==> config.mk <==
export PLATFORM = sky130hd
export DESIGN_NAME = wm_seq_ctrl
export DESIGN_NICKNAME = d
export VERILOG_FILES = /design/src/rtl/wm_seq_pkg.sv /design/src/rtl/wm_lfsr.sv /design/src/rtl/wm_field_decode.sv /design/src/rtl/wm_en_divider.sv /design/src/rtl/wm_seq_ctrl.sv
export SDC_FILE = /design/constraint.sdc
export NUM_CORES = 1
export LEC_CHECK = 0
export CAP_MARGIN = 0
export CORE_MARGIN = 3
export CORE_UTILIZATION = 35
export DETAILED_ROUTE_END_ITERATION = 10
export GPL_ROUTABILITY_DRIVEN = 0
export GPL_TIMING_DRIVEN = 0
export PLACE_DENSITY_LB_ADDON = 0.1
export RECOVER_POWER = 25
export SLEW_MARGIN = 40
export SYNTH_ARGS = -nofsm -noshare
export SYNTH_HDL_FRONTEND = slang
export SYNTH_HIERARCHICAL = 1
export SYNTH_SLANG_ARGS = --single-unit
export TNS_END_PERCENT = 5
==> constraint.sdc <==
create_clock -name clk -period 4.3 [get_ports clk]
set_input_delay 0.43 -clock clk [delete_from_list [all_inputs] [get_ports clk]]
set_output_delay 0.43 -clock clk [all_outputs]
set_load 0.05 [all_outputs]
==> src/rtl/wm_seq_pkg.sv <==
package wm_seq_pkg;
    typedef enum logic [1:0] {
        ST_IDLE   = 2'd0,
        ST_RUN    = 2'd1,
        ST_ACTIVE = 2'd2
    } wm_state_e;
endpackage

==> src/rtl/wm_lfsr.sv <==
module wm_lfsr #(
    parameter int            W     = 32,
    parameter int            OUT_W = 24,
    parameter logic [W-1:0]  TAPS  = 32'h8020_0003,
    parameter logic [W-1:0]  ZSUB  = 32'h0000_0001
) (
    input  logic             clk,
    input  logic             rst_n,
    input  logic             load,
    input  logic [W-1:0]     seed,
    input  logic             step,
    output logic [OUT_W-1:0] low_bits
);
    logic [W-1:0] state_d, state_q;

    always_comb begin
        state_d = state_q;
        if (load) begin
            state_d = (seed == '0) ? ZSUB : seed;
        end else if (step) begin
            state_d = (state_q >> 1) ^ (state_q[0] ? TAPS : '0);
        end
    end

    always_ff @(posedge clk or negedge rst_n) begin
        if (!rst_n) state_q <= ZSUB;
        else        state_q <= state_d;
    end

    assign low_bits = state_q[OUT_W-1:0];
endmodule

==> src/rtl/wm_field_decode.sv <==
module wm_field_decode #(
    parameter int SEL_W  = 4,
    parameter int INIT_W = 16,
    parameter int DIV_W  = 4,
    localparam int SEQ_W   = SEL_W + INIT_W + DIV_W,
    localparam int NUM_OSC = 1 << SEL_W
) (
    input  logic [SEQ_W-1:0]   seq,
    output logic [SEL_W-1:0]   sel,
    output logic [INIT_W-1:0]  init,
    output logic [DIV_W-1:0]   div,
    output logic [NUM_OSC-1:0] sel_onehot
);
    assign sel  = seq[SEQ_W-1 -: SEL_W];
    assign init = seq[DIV_W +: INIT_W];
    assign div  = seq[DIV_W-1:0];

    for (genvar g = 0; g < NUM_OSC; g++) begin : g_hot
        assign sel_onehot[g] = (sel == SEL_W'(g));
    end
endmodule

==> src/rtl/wm_en_divider.sv <==
module wm_en_divider #(
    parameter int DIV_W    = 4,
    parameter int PRESCALE = 4,
    localparam int CNT_W   = $clog2((1 << DIV_W) * PRESCALE + 1)
) (
    input  logic             clk,
    input  logic             rst_n,
    input  logic             run,
    input  logic [DIV_W-1:0] divisor,
    output logic             phase
);
    typedef struct packed {
        logic [CNT_W-1:0] cnt;
        logic             ph;
    } div_t;

    div_t             d, q;
    logic [CNT_W-1:0] half_m1;

    always_comb begin
        half_m1 = CNT_W'((32'(divisor) + 32'd1) * PRESCALE - 1);
        d = q;
        if (!run) begin
            d.cnt = '0;
            d.ph  = 1'b1;
        end else if (q.cnt == half_m1) begin
            d.cnt = '0;
            d.ph  = ~q.ph;
        end else begin
            d.cnt = q.cnt + 1'b1;
        end
    end

    always_ff @(posedge clk or negedge rst_n) begin
        if (!rst_n) q <= '{cnt: '0, ph: 1'b1};
        else        q <= d;
    end

    assign phase = q.ph;
endmodule

==> src/rtl/wm_seq_ctrl.sv <==
module wm_seq_ctrl
    import wm_seq_pkg::*;
#(
    parameter int ID_W        = 16,
    parameter int CHAL_W      = 32,
    parameter int SEED_CHAL_W = 16,
    parameter int SEL_W       = 4,
    parameter int INIT_W      = 16,
    parameter int DIV_W       = 4,
    parameter int PRESCALE    = 4,
    localparam int LFSR_W  = ID_W + SEED_CHAL_W,
    localparam int RUN_W   = CHAL_W - SEED_CHAL_W,
    localparam int SEQ_W   = SEL_W + INIT_W + DIV_W,
    localparam int NUM_OSC = 1 << SEL_W
) (
    input  logic               clk,
    input  logic               rst_n,
    input  logic [ID_W-1:0]    chip_id,
    input  logic [CHAL_W-1:0]  challenge,
    input  logic               start,
    input  logic               stop,
    output logic               busy,
    output logic               done,
    output logic [SEQ_W-1:0]   seq_word,
    output logic [SEL_W-1:0]   osc_sel,
    output logic [INIT_W-1:0]  lut_init,
    output logic [DIV_W-1:0]   div_val,
    output logic               cfg_wr,
    output logic [NUM_OSC-1:0] osc_en,
    output logic               pause_req
);
    typedef struct packed {
        wm_state_e          st;
        logic [RUN_W-1:0]   cnt;
        logic [SEQ_W-1:0]   seq;
        logic               done;
        logic               wr;
    } ctl_t;

    ctl_t               d, q;
    logic               lfsr_load, lfsr_step;
    logic [SEQ_W-1:0]   lfsr_low;
    logic [NUM_OSC-1:0] sel_hot;
    logic               en_phase;
    logic               active;

    always_comb begin
        d         = q;
        d.wr      = 1'b0;
        lfsr_load = 1'b0;
        lfsr_step = 1'b0;
        if (stop) begin
            d.st = ST_IDLE;
        end else begin
            case (q.st)
                ST_RUN: begin
                    if (q.cnt == '0) begin
                        d.seq  = lfsr_low;
                        d.done = 1'b1;
                        d.wr   = 1'b1;
                        d.st   = ST_ACTIVE;
                    end else begin
                        lfsr_step = 1'b1;
                        d.cnt     = q.cnt - 1'b1;
                    end
                end
                default: begin
                    if (start) begin
                        d.st      = ST_RUN;
                        d.cnt     = challenge[CHAL_W-1:SEED_CHAL_W];
                        d.done    = 1'b0;
                        lfsr_load = 1'b1;
                    end
                end
            endcase
        end
    end

    always_ff @(posedge clk or negedge rst_n) begin
        if (!rst_n) q <= '{st: ST_IDLE, cnt: '0, seq: '0, done: 1'b0, wr: 1'b0};
        else        q <= d;
    end

    wm_lfsr #(
        .W(LFSR_W), .OUT_W(SEQ_W)
    ) u_lfsr (
        .clk(clk), .rst_n(rst_n), .load(lfsr_load),
        .seed({chip_id, challenge[SEED_CHAL_W-1:0]}),
        .step(lfsr_step), .low_bits(lfsr_low)
    );

    wm_field_decode #(
        .SEL_W(SEL_W), .INIT_W(INIT_W), .DIV_W(DIV_W)
    ) u_dec (
        .seq(q.seq), .sel(osc_sel), .init(lut_init), .div(div_val),
        .sel_onehot(sel_hot)
    );

    assign active = (q.st == ST_ACTIVE);

    wm_en_divider #(
        .DIV_W(DIV_W), .PRESCALE(PRESCALE)
    ) u_div (
        .clk(clk), .rst_n(rst_n), .run(active), .divisor(div_val),
        .phase(en_phase)
    );

    assign osc_en    = (active && en_phase) ? sel_hot : '0;
    assign busy      = (q.st == ST_RUN);
    assign done      = q.done;
    assign seq_word  = q.seq;
    assign cfg_wr    = q.wr;
    assign pause_req = (q.st != ST_IDLE);
endmodule

==> metrics.md <==
| Metric | Value |
|---|---|
| Outcome | finished with violations |
| Violated checks | max-capacitance violations, max-slew violations |
| CP arrival | 2.65 ns |
| First-pass GRT wire length | 20.6 mm |
| Tcrit/Tclk final | 0.716 |
| Pre-CTS WS | 1.51 ns |
| # IOs | 120 |
| Via count | 4,131 |
| R2R setup slack | 1.55 ns |
| CTS Sinks | 84 |
| Top cell type's share of synthesized area | 0.400 |
| Synth Register Bits | 84 |
| Crit path cell chain | nand2b_1, clkbuf_1, inv_1, clkbuf_1, clkdlybuf4s50_1 |
| Clock Latency Late Sink | 0.34 ns |
| RSZ-0062 raised after global routing | no |
| Slowest stage delay, CP | 0.89 ns |
| Worst Tran Pin Value | 2.69 ns |
| Worst path bufs/invs | 4 |
| Startpoint types | flop |
| Placed Area | 6570 sq um |
| Starting Density | 0.364 |
| Maximum root-to-sink buffer count | 2 |
| Met3 usage | 0.0322 |
| GRT met1 Usage | 0.211 |
| Die Width | 127 um |
| TritonCTS Buffers | 9 |
| Final #Nets | 704 |
| Routed Antenna Nets | 0 |
| CP top delay family | buffers and inverters |
| Number of vias per cell | 4.97 |
| Gr usage total | 0.156 |
| Drt total wl | 12.5 mm |
| Largest cells by area after synthesis | dfrtp_1, buf_4, mux2i_1, o21ai_0, mux2_1 |
| Final non-filler cell area | 6810 sq um |
| Gate Count Post-Synth | 517 |
| Die area | 16,100 sq um |
| CP Launch Point | q[43] |
| Mean post-synth cell area | 9.92 sq um |
| Core ar. | 14,100 sq um |
| Max-cap viol count | 1 |
| Utilization after layout | 0.483 |
| Finish-stage setup viols | 0 |
| Critical Path End | busy |
| Mapped Area | 5130 sq um |
| Setup bufs post-CTS | 0 |
| Clk_skew | 0.00980 ns |
| Met2 track utilization from global routing | 0.247 |
| Max Slew Vio Count | 50 |
| Htree depth | 3 |
| Drt first pass iters | 4 |
| CTS tree | yes |
| Crit-path most repeated cell | clkbuf_1 |
| Final setup TNS | 0 ns |
| Register area share after synthesis | 0.410 |
| PostCTS Resize Cnt | 0 |
| Gr ovfl total | 0 |
| Most used flip-flop cell after synthesis | dfrtp_1 |
| Fraction of layout cells with a size suffix above 1 | 0.204 |
| Cell taking the most area after synthesis | dfrtp_1 |
| Placement Rows | 43 |
| RR Startpoint | q[42] |
| Routed len/inst | 15.0 um |
| Syn_nets | 573 |
| EDFF count, synth | 0 |
| Leak pwr | 2.98 nW |
| Most frequent cells in the layout | clkdlybuf4s50_1, dfrtp_1, buf_4 |
| Area Overhead vs Synth | 32.8% |
| Initial antenna violation count | 0 |
| Die Span Y | 127 um |
| Clock Pin Slew Worst Setup and Hold Paths | 0.06 ns |
| Worst hold start | u_div/q[1] |
| Vias in the first global route | 4,114 |
| Library cells used by synthesis | 63 |
| Final setup margin | 1.22 ns |
| Hold WC Path Type | flop to flop |
| Asr flop ratio synth | 1.00 |
| Req. time, crit path | 3.87 ns |
| Commonest non-fill, non-tap cell in the layout | clkdlybuf4s50_1 |
| CP Class | flop to output pin |
| Detailed placement HPWL | 9.39 mm |
| Ys Warns | 6 |
| Hold Vio Cnt, Final | 0 |
| CP max-delay cell | clkdlybuf4s50_1 |
| Hold Buf Count CTS | 0 |
| DRC | 0 |
| Worst R2R Path Depth | 10 |
| DR iter-0 viols | 185 |
| Max Freq | 325 MHz |
| N_diodes | 0 |
| CP endpoint kind | output pin |
| WP depth | 5 |
| CP Max Fanout | 10 |
| Pwr Density | 309 nW/um^2 |
| CTS root buffer | clkbuf_16 |
| Most utilized layer in the global route result | met2 |
| Largest net degree at the start of global routing | 50 |
| Reg2reg end | u_lfsr/state_q[9] |
| Maximum vdd ir drop | 189 uV |
| Worst rel slew slack | -0.794 |
| Port Buffers | 119 |
| Post-route minimum period | 3.08 ns |
power breakdown:
group,switching (W),internal [W]
registers,0.000104,0.000902
clock network,0.000313,0.000385
logic,0.000174,0.000224
state kept, by name, summed over array words and instances (netlist names):
signal,flops
cfg_wr,1
done,1
q,18
seq_word,24
u_div/phase,1
u_div/q,7
u_lfsr/state_q,32
layer usage:
layer | part of all wire | wire [um]
met1 | 0.48 | 5940
met2 | 0.46 | 5700
met3 | 0.049 | 607
met4 | 0.020 | 246
met5 | 0 | 0
synthesized netlist by cell type, drive strengths merged (3+ instances only):
master,n
mux2,24
and4bb,6
nand2,52
ha,4
nor4,13
xnor2,12
xor2,5
or3,4
o31ai,4
a22oi,3
inv,6
clkbuf,15
nand3,9
nor4b,6
dfrtp,82
and3,18
and4b,4
nor2b,4
buf,85
o21ai,42
mux2i,29
o22ai,5
or4,3
nor3,9
a21oi,20
or2,3
nor2,18
worst reg2reg max path, stage by stage, from the launching register on:
cell	delay, ns
dfrtp_1	0.41
nand2b_1	0.10
clkbuf_1	0.38
nand2_1	0.23
or2_2	0.31
clkbuf_1	0.20
inv_1	0.21
buf_2	0.24
clkbuf_1	0.39
nand2_1	0.12
o21ai_0	0.08
layout make-up:
cell class                      instances  area [sq um]
Clock buffer                           10           229
Inverter                                6          22.5
Tap cell                              180           225
Multi-Input combinational cell        327          2290
Clock inverter                          5          30.0
Sequential cell                        84          2100
Timing Repair Buffer                  120          1190
Fill cell                            1362          7290
Buffer                                100           713
metrics by stage:
stage / std cells / total power, W / hold WS (ns)
global placement: 816 / 0.00141 / 0.448
finish: 832 / 0.00210 / 0.458
global route: 832 / 0.00223 / 0.491
CTS: 832 / 0.00213 / 0.0501
floorplan: 517 / 0.00127 / 0.134
detailed placement: 817 / 0.00142 / 0.412
cell families after synthesis:
group | share of synthesized area
flip-flops | 0.410
multiplexers | 0.109
AO/OA/AOI/OAI | 0.111
adder cells (fa/ha/maj) | 0.00976
buffers and inverters | 0.143
XOR/XNOR | 0.0290
AND/OR/NAND/NOR | 0.187
worst min path at each step:
stage,to,depth (start not counted)
finish,u_div/q[1],1
global placement,u_div/q[1],1
global route,u_div/q[1],1
detailed placement,u_div/q[7],1
CTS,q[41],1
floorplan,cfg_wr,0
No activity file was read; power rests on OpenSTA's default activity.
